### config.mk
export PLATFORM = sky130hd
export DESIGN_NAME = spi_irq_ctrl
export DESIGN_NICKNAME = d
export VERILOG_FILES = /design/src/rtl/spi_irq_pkg.sv /design/src/rtl/spi_irq_sticky.sv /design/src/rtl/spi_irq_level_cmp.sv /design/src/rtl/spi_irq_thr_reg.sv /design/src/rtl/spi_irq_mask.sv /design/src/rtl/spi_irq_ctrl.sv
export SDC_FILE = /design/constraint.sdc
export NUM_CORES = 1
export LEC_CHECK = 0
export BUFFER_PORTS_ARGS = -buffer_cell sky130_fd_sc_hd__buf_2
export CAP_MARGIN = 10
export CORE_ASPECT_RATIO = 1.5
export CORE_MARGIN = 5
export CORE_UTILIZATION = 45
export DETAILED_ROUTE_END_ITERATION = 6
export GPL_ROUTABILITY_DRIVEN = 0
export HOLD_SLACK_MARGIN = 0.15
export PLACE_DENSITY = 0.79
export REMOVE_ABC_BUFFERS = 1
export SLEW_MARGIN = 5
export SYNTH_ARGS = -nofsm -noshare
export SYNTH_HDL_FRONTEND = slang
export SYNTH_SLANG_ARGS = --single-unit
### constraint.sdc
create_clock -name clk -period 2.1 [get_ports clk]
set_input_delay 0.21 -clock clk [delete_from_list [all_inputs] [get_ports clk]]
set_output_delay 0.21 -clock clk [all_outputs]
set_load 0.05 [all_outputs]
### src/rtl/spi_irq_pkg.sv
package spi_irq_pkg;
   localparam int ST_W = 7;

   // status bit positions (software decodes these)
   localparam int B_TX_UNDER = 6;
   localparam int B_RX_FULL  = 5;
   localparam int B_RX_READY = 4;
   localparam int B_TX_FULL  = 3;
   localparam int B_TX_ROOM  = 2;
   localparam int B_MODE_FLT = 1;
   localparam int B_RX_OVER  = 0;

   // word addresses
   localparam int A_STATUS = 0;
   localparam int A_MSET   = 1;
   localparam int A_MCLR   = 2;
   localparam int A_MASK   = 3;
   localparam int A_RTHR   = 4;
   localparam int A_TTHR   = 5;

   typedef struct packed {
      logic tx_under;
      logic rx_full;
      logic rx_ready;
      logic tx_full;
      logic tx_room;
      logic mode_flt;
      logic rx_over;
   } irq_status_t;
endpackage

### src/rtl/spi_irq_sticky.sv
module spi_irq_sticky #(
   parameter int N = 3
) (
   input  logic         clk,
   input  logic         rst_n,
   input  logic [N-1:0] set_i,
   input  logic [N-1:0] clr_i,
   output logic [N-1:0] q_o
);
   for (genvar i = 0; i < N; i++) begin : g_bit
      logic q;
      always_ff @(posedge clk or negedge rst_n) begin
         if (!rst_n)        q <= 1'b0;
         else if (set_i[i]) q <= 1'b1;   // event has priority over clear
         else if (clr_i[i]) q <= 1'b0;
      end
      assign q_o[i] = q;
   end
endmodule

### src/rtl/spi_irq_level_cmp.sv
module spi_irq_level_cmp #(
   parameter int LW       = 6,
   parameter bit AT_LEAST = 1'b1
) (
   input  logic [LW-1:0] level_i,
   input  logic [LW-1:0] thr_i,
   output logic          hit_o
);
   if (AT_LEAST) begin : g_ge
      assign hit_o = (level_i >= thr_i);
   end else begin : g_lt
      assign hit_o = (level_i < thr_i);
   end
endmodule

### src/rtl/spi_irq_thr_reg.sv
module spi_irq_thr_reg #(
   parameter int LW  = 6,
   parameter int RST = 1
) (
   input  logic          clk,
   input  logic          rst_n,
   input  logic          we_i,
   input  logic [LW-1:0] d_i,
   output logic [LW-1:0] q_o
);
   always_ff @(posedge clk or negedge rst_n) begin
      if (!rst_n)    q_o <= LW'(RST);
      else if (we_i) q_o <= d_i;
   end
endmodule

### src/rtl/spi_irq_mask.sv
module spi_irq_mask #(
   parameter int N = 7
) (
   input  logic         clk,
   input  logic         rst_n,
   input  logic         set_we_i,
   input  logic         clr_we_i,
   input  logic [N-1:0] bits_i,
   output logic [N-1:0] mask_o
);
   logic [N-1:0] set_v, clr_v;
   assign set_v = set_we_i ? bits_i : '0;
   assign clr_v = clr_we_i ? bits_i : '0;

   always_ff @(posedge clk or negedge rst_n) begin
      if (!rst_n) mask_o <= '0;
      else        mask_o <= (mask_o & ~clr_v) | set_v;
   end
endmodule

### src/rtl/spi_irq_ctrl.sv
module spi_irq_ctrl
   import spi_irq_pkg::*;
#(
   parameter int DATA_W   = 32,
   parameter int ADDR_W   = 4,
   parameter int RX_DEPTH = 32,
   parameter int TX_DEPTH = 32
) (
   input  logic                            clk,
   input  logic                            rst_n,
   input  logic                            reg_wr,
   input  logic [ADDR_W-1:0]               reg_addr,
   input  logic [DATA_W-1:0]               reg_wdata,
   output logic [DATA_W-1:0]               reg_rdata,
   input  logic [$clog2(RX_DEPTH+1)-1:0]   rx_level,
   input  logic [$clog2(TX_DEPTH+1)-1:0]   tx_level,
   input  logic                            rx_full,
   input  logic                            tx_full,
   input  logic                            ev_tx_under,
   input  logic                            ev_rx_over,
   input  logic                            ev_mode_fault,
   output logic                            irq
);
   localparam int RLW = $clog2(RX_DEPTH+1);
   localparam int TLW = $clog2(TX_DEPTH+1);
   localparam int NST = 3;

   // elaboration-time parameter checks
   if (DATA_W < 8 || DATA_W < RLW || DATA_W < TLW) begin : g_bad_data_w
      $error("spi_irq_ctrl: DATA_W too narrow");
   end
   if (ADDR_W < 3) begin : g_bad_addr_w
      $error("spi_irq_ctrl: ADDR_W must cover six registers");
   end
   if (RX_DEPTH < 1 || TX_DEPTH < 1) begin : g_bad_depth
      $error("spi_irq_ctrl: FIFO depths must be positive");
   end

   // address decode
   logic wr_sts, wr_mset, wr_mclr, wr_rthr, wr_tthr;
   assign wr_sts  = reg_wr && (reg_addr == ADDR_W'(A_STATUS));
   assign wr_mset = reg_wr && (reg_addr == ADDR_W'(A_MSET));
   assign wr_mclr = reg_wr && (reg_addr == ADDR_W'(A_MCLR));
   assign wr_rthr = reg_wr && (reg_addr == ADDR_W'(A_RTHR));
   assign wr_tthr = reg_wr && (reg_addr == ADDR_W'(A_TTHR));

   // sticky event latches: index 2 underflow, 1 mode fault, 0 overflow
   logic [NST-1:0] ev_vec, clr_vec, sticky_q;
   assign ev_vec  = {ev_tx_under, ev_mode_fault, ev_rx_over};
   assign clr_vec = wr_sts ? {reg_wdata[B_TX_UNDER], reg_wdata[B_MODE_FLT],
                              reg_wdata[B_RX_OVER]} : '0;

   spi_irq_sticky #(.N(NST)) u_sticky (
      .clk   (clk),
      .rst_n (rst_n),
      .set_i (ev_vec),
      .clr_i (clr_vec),
      .q_o   (sticky_q)
   );

   // thresholds
   logic [RLW-1:0] rthr_q;
   logic [TLW-1:0] tthr_q;

   spi_irq_thr_reg #(.LW(RLW), .RST(1)) u_rthr (
      .clk   (clk),
      .rst_n (rst_n),
      .we_i  (wr_rthr),
      .d_i   (reg_wdata[RLW-1:0]),
      .q_o   (rthr_q)
   );

   spi_irq_thr_reg #(.LW(TLW), .RST(1)) u_tthr (
      .clk   (clk),
      .rst_n (rst_n),
      .we_i  (wr_tthr),
      .d_i   (reg_wdata[TLW-1:0]),
      .q_o   (tthr_q)
   );

   // level comparisons
   logic rx_ready, tx_room;

   spi_irq_level_cmp #(.LW(RLW), .AT_LEAST(1'b1)) u_rx_cmp (
      .level_i (rx_level),
      .thr_i   (rthr_q),
      .hit_o   (rx_ready)
   );

   spi_irq_level_cmp #(.LW(TLW), .AT_LEAST(1'b0)) u_tx_cmp (
      .level_i (tx_level),
      .thr_i   (tthr_q),
      .hit_o   (tx_room)
   );

   // status word
   irq_status_t sts_s;
   logic [ST_W-1:0] sts;
   always_comb begin
      sts_s.tx_under = sticky_q[2];
      sts_s.rx_full  = rx_full;
      sts_s.rx_ready = rx_ready;
      sts_s.tx_full  = tx_full;
      sts_s.tx_room  = tx_room;
      sts_s.mode_flt = sticky_q[1];
      sts_s.rx_over  = sticky_q[0];
   end
   assign sts = sts_s;

   // mask
   logic [ST_W-1:0] mask_q;

   spi_irq_mask #(.N(ST_W)) u_mask (
      .clk      (clk),
      .rst_n    (rst_n),
      .set_we_i (wr_mset),
      .clr_we_i (wr_mclr),
      .bits_i   (reg_wdata[ST_W-1:0]),
      .mask_o   (mask_q)
   );

   // registered interrupt line
   always_ff @(posedge clk or negedge rst_n) begin
      if (!rst_n) irq <= 1'b0;
      else        irq <= |(mask_q & sts);
   end

   // read mux
   always_comb begin
      reg_rdata = '0;
      case (reg_addr)
         ADDR_W'(A_STATUS): reg_rdata = DATA_W'(sts);
         ADDR_W'(A_MASK):   reg_rdata = DATA_W'(mask_q);
         ADDR_W'(A_RTHR):   reg_rdata = DATA_W'(rthr_q);
         ADDR_W'(A_TTHR):   reg_rdata = DATA_W'(tthr_q);
         default:           reg_rdata = '0;
      endcase
   end

   wire unused_wdata_hi = ^reg_wdata[DATA_W-1:ST_W];
endmodule

Word level (Yosys, flattened, before mapping)

Index checks and enable logic that the tools add are counted.

Output and inout port bits: 33
Logic and storage cells: 38
Flip-flop bits (word level): 23

Reductions and logical operators: 10
Order comparisons: 2
Bitwise gates (word level): 4
Mux-type cells: 10
Eq/ne operators: 5

Operator list:

| kind               | number |
|---|---|
| $pmux 7 s4         | 1 |
| $and 7x7->7        | 2 |
| $mux 7             | 2 |
| $eq 4x2->1 const B | 2 |
| $eq 4x3->1 const B | 2 |
| $not 7->7          | 1 |
| $or 7x7->7         | 1 |
| $reduce_or 7->1    | 1 |
| $ge 6x6->1         | 1 |
| $lt 6x6->1         | 1 |
| $mux 1             | 6 |
| $reduce_bool 2->1  | 3 |
| $logic_and 1x1->1  | 5 |
| $eq 4x1->1 const B | 1 |
| $logic_not 4->1    | 1 |
| $mux 3             | 1 |

Logic depth before layout (Yosys ltp)

Gate-level depths: netlist (run 1).

Depth in word-level cells: 6
Mapped depth: 6
Gate-level depth less buffers: 6

Cells and area by module

From an unflattened synthesis (run 1), not the netlist that was laid out.

Cell total of the unflattened synthesis: 166
Area, all modules: 1677.9 sq um

By module, submodules not included:

| module                       | cells an instance | seq. area each (sq um) | area an instance (sq um) | instances |
|---|---|---|---|---|
| spi_irq_ctrl                 | 71                | 25.0                   | 516.7                    | 1 |
| spi_irq_thr_reg              | 13                | 151.4                  | 252.7                    | 2 |
| spi_irq_mask                 | 21                | 175.2                  | 262.8                    | 1 |
| spi_irq_level_cmp (u_rx_cmp) | 19                | 0.0                    | 137.6                    | 1 |
| spi_irq_sticky               | 12                | 75.1                   | 131.4                    | 1 |
| spi_irq_level_cmp (u_tx_cmp) | 17                | 0.0                    | 123.9                    | 1 |

Worst setup path before layout (run 1)

No wires, ideal clock.

Kind: reg2out
Start: register u_tthr.q_o[5]
End: output reg_rdata[2]
Arrival: 2227 ps
Path slack: -337 ps
Stages on the path, launching flop included: 7
Required time: 1890 ps
Cells stage by stage: dfrtp_1 > inv_1 > ha_1 > a21oi_1 > nor3b_1 > o221ai_1 > o21ai_0

Cells in the longest elaborated chain, start to end: 2

RTL lines:

| element                | line                    | source |
|---|---|---|
| start, declared        | spi_irq_thr_reg.sv:9    | `output logic [LW-1:0] q_o` |
| start signal, assigned | spi_irq_thr_reg.sv:12   | `if (!rst_n) q_o <= LW'(RST);` |
| start signal, assigned | spi_irq_thr_reg.sv:13   | `else if (we_i) q_o <= d_i;` |
| $lt 6x6->1             | spi_irq_level_cmp.sv:12 | `assign hit_o = (level_i < thr_i);` |
| $pmux 7 s4             | spi_irq_ctrl.sv:131     | `case (reg_addr)` |
| end, declared          | spi_irq_ctrl.sv:14      | `output logic [DATA_W-1:0] reg_rdata,` |

No other way between the ends.

Final worst setup path (run 1)

Start: register u_rthr.q_o[0]
End: output reg_rdata[4]

Cells in the longest elaborated chain, start to end: 2

RTL lines:

| element                | line                    | source |
|---|---|---|
| start, declared        | spi_irq_thr_reg.sv:9    |  |
| start signal, assigned | spi_irq_thr_reg.sv:12   |  |
| start signal, assigned | spi_irq_thr_reg.sv:13   |  |
| $ge 6x6->1             | spi_irq_level_cmp.sv:10 | `assign hit_o = (level_i >= thr_i);` |
| $pmux 7 s4             | spi_irq_ctrl.sv:131     |  |

No other way between the ends.

==> impl_metrics.py, run 1 <==
metrics = {
    "layout": {
        "fin_util": 0.541,
        "layout-area-overhead-vs-synth_pct": 17.5,
        "drive_gt1_frac": 0.308,
        "layout_fillers": 332,
        "num_antenna_cells": 0,
        "final_cells": 270,
        "final_nets": 295,
    },
    "setup_path": {
        "cp.buffers_inverters": 1,
        "worst-endpoint-arrival_ns": 1.86,
        "crit_slowest_cell": "sky130_fd_sc_hd__dfstp_2",
        "critical_path.cell_chain": "ha_1, nand2b_1, a21oi_2, o21ai_2, a31o_2, buf_6",
        "path_delay_family": "flip-flops",
        "r2r_end": "irq",
        "setup.worst_path.start_class": "register",
        "reg2reg_slack_ns": 0.35,
        "reg2regPathDepth": 6,
        "path_class": "reg2out",
        "reg2reg_from": "u_rthr.q_o[0]",
        "worst-path-max-fanout": 2,
        "end_kind": "output pin",
        "critical_path.max_stage_delay_ns": 0.56,
        "required_ns": 1.89,
    },
    "hold_path": {
        "timing.hold.worst.start": "reg_wdata[2]",
        "min_delay_worst_endpoint": "u_rthr.q_o[2]",
        "hold_path_depth": 3,
        "worstHoldPathType": "in2reg",
    },
    "routing": {
        "routedWlPerCell_um": 15.3,
        "routed_wl_mm": 4.12,
        "drt_pre_antenna_iters": 4,
        "detailedRoute.firstIterationViolations": 46,
        "residual_drc": 0,
        "viasPerCell": 5.29,
        "drt.antenna.violating_nets": 0,
        "vias_after_detailed_routing": 1429,
    },
    "place": {
        "io_buffers": 38,
        "numPlacedInstances": 258,
        "place_worst_setup_slack_ns": 0.191,
        "dpl.hpwl_mm": 3.10,
    },
    "job": {
        "maxCapViolations": 0,
    },
    "die": {
        "floorplan.die.width_um": 59.6,
        "die_area_um2": 5040,
        "coreArea_um2": 3610,
        "initial_core_util": 0.460,
        "die-height_um": 84.5,
        "boundaryPins": 89,
        "rows": 27,
    },
    "yosys": {
        "synthTopCellsByCount": "26 x sky130_fd_sc_hd__buf_4, 22 x sky130_fd_sc_hd__o21ai_0, 21 x sky130_fd_sc_hd__dfrtp_1, 18 x sky130_fd_sc_hd__nand2_1, 12 x sky130_fd_sc_hd__a21oi_1",
        "asyncSetResetFlopFracSynth": 1.00,
        "syn_inst": 183,
        "ys_types": 37,
        "average_cell_area_after_synthesis_um2": 9.09,
        "synth.yosys.seq_area_share": 0.348,
        "synth_flop_cell": "sky130_fd_sc_hd__dfrtp_1",
        "synth.area.top_cells": "sky130_fd_sc_hd__dfrtp_1 32%, sky130_fd_sc_hd__buf_4 12%, sky130_fd_sc_hd__ha_1 8.3%",
        "yosys_warnings": 0,
        "synth_enable_flop_cells": 0,
        "most_frequently_used_cell_type_in_the_post_synthesis_netlist": "sky130_fd_sc_hd__buf_4",
        "post_synthesis_instance_area_um2": 1660,
        "ys_ff_latch": 23,
        "netlist.area_leader.share": 0.316,
        "synth_top_cell_by_area": "sky130_fd_sc_hd__dfrtp_1",
    },
    "sta": {
        "fin_tns_setup_ns": 0,
        "post-route-min-period_ns": 2.07,
        "worstMarginPinSlew_ns": 0.534,
        "post_route_hold_slack_ns": 0.206,
        "hold_violations": 0,
        "fin_worst_skew_ns": 0.00233,
        "fmax_mhz": 484,
        "drv_slew": 0,
        "fin_crit_sh": 0.985,
        "setup_viol": 0,
        "relSlewSlack": 0.642,
        "postLayoutSetupSlackWorst_ns": 0.0322,
    },
    "global_route": {
        "grt_max_degree": 24,
        "first_global_vias": 1388,
        "initial_antenna_violation_count": 0,
        "grtUsageTotal": 0.163,
        "grt.overflow.total": 0,
        "grt_first_pass_wirelength_mm": 6.34,
    },
    "cts": {
        "cts_tree": "done",
        "htreeDepth": 1,
        "cts.clk_slew.worst_paths_ns": 0.08,
        "tritoncts_sink_count": 23,
        "clock-root-buffer": "sky130_fd_sc_hd__clkbuf_8",
        "max-clock-path-buffers": 2,
        "cts_made_buffers": 3,
        "clock_latency_ns": 0.26,
    },
    "outcome": {
        "outcome": "finished, final reports clean",
    },
    "power_and_ir_drop": {
        "vdd.ir_drop.worst_uv": 383,
        "pwr_density_cell_nw_per_um2": 700,
        "static-leakage-power_uw": 0.000897,
    },
}
## state kept, by name (all words and copies together) (netlist names)
signal,flops
irq,1
u_mask.mask_o,7
u_rthr.q_o,6
u_sticky.g_bit.q,3
u_tthr.q_o,6
## cell usage in the layout (no fill, tap or decap), drive strengths merged
| master | synthesis | routed |
|---|---|---|
| buf | 29 | 45 |
| conb | 1 | 25 |
| o21ai | 23 | 23 |
| dfrtp | 21 | 21 |
| nand2 | 18 | 18 |
| a21oi | 12 | 12 |
| inv | 11 | 11 |
| ha | 11 | 11 |
| mux2 | 7 | 7 |
| a22oi | 6 | 6 |
| mux2i | 5 | 5 |
| o22ai | 4 | 4 |
| dlygate4sd3 | 0 | 4 |
| clkbuf | 4 | 4 |
| nor3b | 4 | 4 |
| nor2 | 3 | 3 |
| a21o | 3 | 3 |
| and2 | 3 | 3 |
| nand4 | 2 | 2 |
| nand2b | 2 | 2 |
| nand3 | 2 | 2 |
| dfstp | 2 | 2 |
| or2 | 1 | 1 |
| or3b | 1 | 1 |
| a211o | 1 | 1 |
| o21a | 1 | 1 |
| a31o | 1 | 1 |
| o221ai | 1 | 1 |
| a32oi | 1 | 1 |
| o221a | 1 | 1 |
| a222oi | 1 | 1 |
| a221o | 1 | 1 |
## how the worst max path moves through the flow
| stage | from | end | slack (ns) | depth (start not counted) |
|---|---|---|---|---|
| after floorplan | u_tthr.q_o[5] | reg_rdata[2] | -0.34 | 6 |
| after global placement | u_rthr.q_o[3] | reg_rdata[4] | 0.19 | 7 |
| after detailed placement | u_rthr.q_o[3] | reg_rdata[4] | 0.19 | 7 |
| after CTS | u_rthr.q_o[3] | reg_rdata[4] | -0.003 | 7 |
| after global routing | u_rthr.q_o[0] | reg_rdata[4] | -0.007 | 6 |
| final | u_rthr.q_o[0] | reg_rdata[4] | 0.03 | 6 |
## routing by layer
metal	GRT usage	up-vias	share of wire	wire, um
met5	0	-	0	0
met4	0.0645	0	0.025	104
met3	0.0292	11	0.075	308
met2	0.279	62	0.52	2130
met1	0.196	667	0.38	1580
li1	-	689	-	-
## worst min-delay path: stages
cell and delay [ns]:
sky130_fd_sc_hd__buf_2 0.12, sky130_fd_sc_hd__nand2_1 0.05, sky130_fd_sc_hd__o21ai_0 0.06
## report_power, final
| group | internal, uW | switching [uW] |
|---|---|---|
| clock network | 135 | 138 |
| registers | 508 | 44.9 |
| logic | 206 | 335 |
| total | 849 | 518 |
## layout make-up
type                    instances  area, um^2  area share
inverters                      11        41.3      0.0211
repair buffers                 49         295       0.151
well taps                      43        53.8      0.0275
flip-flops and latches         23         578       0.296
multi-input cells             140         941       0.481
clock buffers                   4        45.0      0.0230
## through the flow
| step | power [uW] | cell area [um^2] |
|---|---|---|
| global route | 1450 | 1950 |
| finish | 1370 | 1950 |
| global placement | 1000 | 1780 |
| CTS | 1310 | 1880 |
| floorplan | 886 | 1520 |
| detailed placement | 1020 | 1780 |
## repair_timing
item / 4_1_cts / 5_1_grt
pin swaps: 0 / 2
buffers inserted: 1 / 3
endpoints found under the setup margin: 2 / 2
endpoints found under the hold margin: 24 / 0
resized for setup: 4 / 10
hold buffers: 4 / 0
## kinds of logic after synthesis
| kind of cell | count (synthesis) | share of synthesized area |
|---|---|---|
| compound gates | 56 | 0.205 |
| fa+ha+maj | 11 | 0.0828 |
| buf+inv | 44 | 0.168 |
| flops | 23 | 0.348 |
| mux | 12 | 0.0775 |
| other cells | 1 | 0.00226 |
| simple gates | 36 | 0.117 |
Power figures use the tool's default switching activity.
==> run 2: changes to the inputs <==
--- a/config.mk
+++ b/config.mk
@@ -14,6 +14,7 @@
 export GPL_ROUTABILITY_DRIVEN = 0
 export HOLD_SLACK_MARGIN = 0.15
 export PLACE_DENSITY = 0.79
+export RECOVER_POWER = 100
 export REMOVE_ABC_BUFFERS = 1
 export SLEW_MARGIN = 5
 export SYNTH_ARGS = -nofsm -noshare
==> impl_metrics.py, run 2 (synthesized netlist as in run 1, its figures left out) <==
metrics = {
    "layout": {
        "num_antenna_cells": 0,
        "final_nets": 295,
        "mostFrequentLayoutCell": "sky130_fd_sc_hd__buf_2",
        "final_cell_mix": "28 x sky130_fd_sc_hd__buf_2, 25 x sky130_fd_sc_hd__conb_1, 21 x sky130_fd_sc_hd__o21ai_0, 21 x sky130_fd_sc_hd__dfrtp_1, 18 x sky130_fd_sc_hd__nand2_1",
        "drive_gt1_frac": 0.278,
        "largest_register_ff_count": 7,
        "registers.top_by_ff_count": "u_mask.mask_o",
        "largest_registers": "u_mask.mask_o: 7 flops, u_rthr.q_o: 6 flops, u_tthr.q_o: 6 flops",
        "postLayoutCellArea_um2": 1930,
        "layout-area-overhead-vs-synth_pct": 15.8,
    },
    "setup_path": {
        "crit_slowest_cell": "sky130_fd_sc_hd__dfstp_2",
        "required_ns": 1.89,
        "setup.worst_path.start_class": "register",
        "critical_path.max_stage_delay_ns": 0.57,
        "path_class": "reg2out",
        "end_kind": "output pin",
        "reg2regPathDepth": 6,
        "reg2reg_slack_ns": 0.34,
        "reg2reg_from": "u_rthr.q_o[0]",
        "worst-endpoint-arrival_ns": 1.86,
        "critical_path.cell_chain": "ha_1, nand2b_1, a21oi_2, o21ai_2, a31o_2, buf_6",
        "worst-path-max-fanout": 2,
        "r2r_end": "irq",
    },
    "cts": {
        "max-clock-path-buffers": 2,
        "clock_latency_ns": 0.26,
        "htreeDepth": 1,
        "clock-root-buffer": "sky130_fd_sc_hd__clkbuf_8",
        "tritoncts_sink_count": 23,
        "cts.clk_slew.worst_paths_ns": 0.08,
        "cts_tree": "done",
        "cts_made_buffers": 3,
    },
    "routing": {
        "routed_length_on_met3_um": 299,
        "routed_wl_mm": 4.13,
        "viasPerCell": 5.31,
        "detailedRoute.firstIterationViolations": 73,
        "routedWlPerCell_um": 15.3,
        "detail_route.wirelength.met1_mm": 1.57,
        "drt_pre_antenna_iters": 4,
        "vias_after_detailed_routing": 1434,
        "topRoutingLayerUsed": "met4",
        "residual_drc": 0,
        "dr_wl_met2_mm": 2.16,
        "drt.antenna.violating_nets": 0,
    },
    "hold_path": {
        "hold_path_depth": 3,
        "timing.hold.worst.start": "reg_wdata[2]",
        "worstHoldPathType": "in2reg",
        "min_delay_worst_endpoint": "u_rthr.q_o[2]",
    },
    "die": {
        "rows": 27,
        "floorplan.die.width_um": 59.6,
        "die_area_um2": 5040,
        "coreArea_um2": 3610,
        "boundaryPins": 89,
        "initial_core_util": 0.460,
        "die-height_um": 84.5,
    },
    "sta": {
        "drv_slew": 0,
        "worstMarginPinSlew_ns": 1.22,
        "fin_worst_skew_ns": 0.00505,
        "setup_viol": 0,
        "fin_crit_sh": 0.985,
        "postLayoutSetupSlackWorst_ns": 0.0317,
        "post-route-min-period_ns": 2.07,
        "hold_violations": 0,
        "fmax_mhz": 483,
        "relSlewSlack": 0.184,
    },
    "global_route": {
        "grtUsageTotal": 0.163,
        "grt_first_pass_wirelength_mm": 6.34,
        "initial_antenna_violation_count": 0,
        "grt.overflow.total": 0,
        "grt_max_degree": 24,
        "first_global_vias": 1388,
    },
    "job": {
        "maxCapViolations": 0,
    },
    "place": {
        "detailed_place.area_um2": 1780,
        "io_buffers": 38,
        "place_worst_setup_slack_ns": 0.191,
        "dpl.hpwl_mm": 3.10,
    },
    "power_and_ir_drop": {
        "finalPower_uw": 1360,
        "pwr_density_cell_nw_per_um2": 707,
        "vdd.ir_drop.worst_uv": 376,
        "static-leakage-power_uw": 0.000871,
    },
    "outcome": {
        "outcome": "finished, final reports clean",
    },
}
run 2: metal layers:
layer,up-vias,track usage
li1,689,-
met1,674,0.196
met2,61,0.279
met3,10,0.0292
met4,0,0.0645
met5,-,0
run 2: report_power, final:
part / switching [uW] / internal [uW]
Clock: 136 / 135
Sequential: 45.1 / 508
Combinational: 334 / 203
run 2: worst max-delay path by stage:
stage / cells past startpoint / start / end
finish: 6 / u_rthr.q_o[0] / reg_rdata[4]
floorplan: 6 / u_tthr.q_o[5] / reg_rdata[2]
detailed placement: 7 / u_rthr.q_o[3] / reg_rdata[4]
global route: 7 / u_tthr.q_o[5] / reg_rdata[2]
global placement: 7 / u_rthr.q_o[3] / reg_rdata[4]
CTS: 7 / u_rthr.q_o[3] / reg_rdata[4]
run 2: what timing repair did:
item                                   in CTS  in global routing
gates resized for setup                     4                 10
endpoints found under the hold margin      24                  0
pin swaps                                   0                  2
setup endpoints to repair                   2                  2
hold buffers                                4                  0
setup buffers                               1                  3
run 2: through the flow:
stage	util	setup TNS (ns)	hold WS (ns)	cells
final	0.533	0	0.211	270
after global routing	0.533	-0.0199	0.234	270
after CTS	0.521	-0.00297	0.210	267
after detailed placement	0.493	0	0.210	258
after global placement	0.493	0	0.209	258
after floorplan	-	-0.337	-0.0856	174
run 2: cell type report:
cell class                 count  area (um^2)
multi-input combinational    140          925
tap                           43         53.8
inverter                      11         41.3
timing repair buffer          49          283
clock buffer                   4         45.0
sequential                    23          578
fill                         336         1690
run 2: critical path: cells and delay by family (launching register included):
family | cells | cell delay (ns)
flip-flops | 1 | 0.57
AND/OR/NAND/NOR | 1 | 0.16
buffers and inverters | 1 | 0.15
AO/OA/AOI/OAI | 3 | 0.50
adder cells (fa/ha/maj) | 1 | 0.22
==> run 3: changes to the inputs <==
--- a/config.mk
+++ b/config.mk
@@ -15,7 +15,6 @@
 export HOLD_SLACK_MARGIN = 0.15
 export PLACE_DENSITY = 0.79
 export RECOVER_POWER = 100
-export REMOVE_ABC_BUFFERS = 1
 export SLEW_MARGIN = 5
 export SYNTH_ARGS = -nofsm -noshare
 export SYNTH_HDL_FRONTEND = slang
==> impl_metrics.py, run 3 (synthesized netlist as in run 1, its figures left out) <==
metrics = {
    "power_and_ir_drop": {
        "pwr_density_cell_nw_per_um2": 710,
        "cellInternalPower_uw": 848,
        "comb_power_share": 0.389,
        "power.switching_uw": 521,
        "vdd.ir_drop.worst_uv": 403,
        "power_frac_seq": 0.402,
        "clock_power_share": 0.209,
        "switching_share": 0.381,
        "static-leakage-power_uw": 0.000872,
    },
    "cts": {
        "clock-root-buffer": "sky130_fd_sc_hd__clkbuf_8",
        "cts_tree": "done",
        "max-clock-path-buffers": 2,
        "cts_made_buffers": 3,
        "htreeDepth": 1,
        "clock_latency_ns": 0.27,
        "cts.clk_slew.worst_paths_ns": 0.08,
        "tritoncts_sink_count": 23,
    },
    "setup_path": {
        "reg2reg_from": "u_rthr.q_o[3]",
        "crit_slowest_cell": "sky130_fd_sc_hd__dfrtp_1",
        "reg2reg_slack_ns": 0.34,
        "worst-path-max-fanout": 2,
        "path_class": "reg2out",
        "required_ns": 1.89,
        "end_kind": "output pin",
        "worst-endpoint-arrival_ns": 1.83,
        "critical_path.cell_chain": "inv_2, ha_4, a211o_1, a21oi_2, o21ai_2, a31o_2, buf_8",
        "r2r_end": "irq",
        "reg2regPathDepth": 7,
        "setup.worst_path.start_class": "register",
        "critical_path.max_stage_delay_ns": 0.40,
    },
    "global_route": {
        "initial_antenna_violation_count": 0,
        "grt_first_pass_wirelength_mm": 6.29,
        "grt.overflow.total": 0,
        "grt_max_degree": 24,
        "first_global_vias": 1442,
        "grtUsageTotal": 0.161,
    },
    "routing": {
        "routed_wl_mm": 4.04,
        "viasPerCell": 5.45,
        "vias_after_detailed_routing": 1471,
        "routed_length_on_met3_um": 345,
        "routedWlPerCell_um": 15.0,
        "drt_pre_antenna_iters": 4,
        "topRoutingLayerUsed": "met4",
        "residual_drc": 0,
        "detail_route.wirelength.met1_mm": 1.49,
        "drt.antenna.violating_nets": 0,
        "dr_wl_met2_mm": 2.10,
        "detailedRoute.firstIterationViolations": 73,
    },
    "layout": {
        "layout-area-overhead-vs-synth_pct": 16.0,
        "final_nets": 295,
        "layout_fillers": 336,
        "drive_gt1_frac": 0.278,
        "mostFrequentLayoutCell": "sky130_fd_sc_hd__buf_2",
        "registers.top_by_ff_count": "u_mask.mask_o",
        "largest_registers": "u_mask.mask_o: 7 flops, u_rthr.q_o: 6 flops, u_tthr.q_o: 6 flops",
        "num_antenna_cells": 0,
        "largest_register_ff_count": 7,
        "final_cell_mix": "28 x sky130_fd_sc_hd__buf_2, 25 x sky130_fd_sc_hd__conb_1, 21 x sky130_fd_sc_hd__o21ai_0, 21 x sky130_fd_sc_hd__dfrtp_1, 18 x sky130_fd_sc_hd__nand2_1",
        "postLayoutCellArea_um2": 1930,
    },
    "die": {
        "boundaryPins": 89,
        "floorplan.die.width_um": 59.6,
        "coreArea_um2": 3610,
        "rows": 27,
        "initial_core_util": 0.460,
        "die_area_um2": 5040,
        "die-height_um": 84.5,
    },
    "sta": {
        "fin_crit_sh": 0.970,
        "fin_worst_skew_ns": 0.00107,
        "hold_violations": 0,
        "post_route_hold_slack_ns": 0.198,
        "fin_tns_setup_ns": 0,
        "fmax_mhz": 491,
        "drv_slew": 0,
        "worstMarginPinSlew_ns": 1.25,
        "post-route-min-period_ns": 2.04,
        "relSlewSlack": 0.166,
        "rsz0062_at_grt": "no",
        "setup_viol": 0,
    },
    "hold_path": {
        "min_delay_worst_endpoint": "u_rthr.q_o[2]",
        "hold_path_depth": 3,
        "timing.hold.worst.start": "reg_wdata[2]",
        "worstHoldPathType": "in2reg",
    },
    "place": {
        "dpl.hpwl_mm": 3.12,
        "detailed_place.area_um2": 1780,
        "io_buffers": 38,
    },
    "job": {
        "maxCapViolations": 0,
    },
    "outcome": {
        "outcome": "finished, final reports clean",
    },
}
-- run 3: cell counts in the layout (fill, tap and decap cells not counted) --
Identical to the previous run, type by type.
-- run 3: metrics by stage --
step / setup slack, ns / cells / util / total power [uW]
after floorplan: 0.0382 / 207 / - / 935
after global placement: 0.174 / 258 / 0.493 / 1000
after detailed placement: 0.145 / 258 / 0.493 / 1020
after CTS: 0.00195 / 267 / 0.523 / 1320
after global routing: 0.00864 / 270 / 0.534 / 1450
final: 0.0629 / 270 / 0.534 / 1370
-- run 3: worst max-delay path, delay by kind of cell, from the launching register on --
| kind | cells | cell delay (ns) |
|---|---|---|
| compound gates | 4 | 0.73 |
| flops | 1 | 0.40 |
| buf+inv | 2 | 0.23 |
| fa+ha+maj | 1 | 0.19 |
-- run 3: layer usage --
layer,up-vias,global-route usage
met5,-,0
met4,0,0.0887
met3,9,0.0138
met2,78,0.278
met1,701,0.188
li1,683,-
-- run 3: cell type report --
cell class / instances / area [um^2] / area share
multi-input cells: 140 / 925 / 0.479
inverters: 11 / 41.3 / 0.0214
clock buffers: 4 / 45.0 / 0.0233
well taps: 43 / 53.8 / 0.0279
flip-flops and latches: 23 / 578 / 0.300
repair buffers: 49 / 287 / 0.149
-- run 3: worst max-delay path by stage --
stage	depth (start not counted)	from	to	slack [ns]
floorplan	6	u_tthr.q_o[5]	reg_rdata[2]	0.04
global placement	7	u_rthr.q_o[3]	reg_rdata[4]	0.17
detailed placement	7	u_rthr.q_o[3]	reg_rdata[4]	0.15
CTS	7	u_rthr.q_o[3]	reg_rdata[4]	0.002
global route	7	u_tthr.q_o[5]	reg_rdata[2]	0.009
finish	7	u_rthr.q_o[3]	reg_rdata[4]	0.06
-- run 3: repair_timing --
action,CTS,global route
hold endpoints to repair,24,0
setup buffers,1,3
pin swaps,0,4
endpoints found under the setup margin,2,2
gates cloned,0,0
gates resized for setup,6,8
hold buffers,4,0
-- run 3: power groups by stage --
stage	registers [uW]	logic, uW	clock network, uW
2_1_floorplan	543	392	0
6_report	551	532	286
3_5_place_dp	559	462	0
3_3_place_gp	556	448	0
4_1_cts	550	491	282
5_1_grt	558	586	306
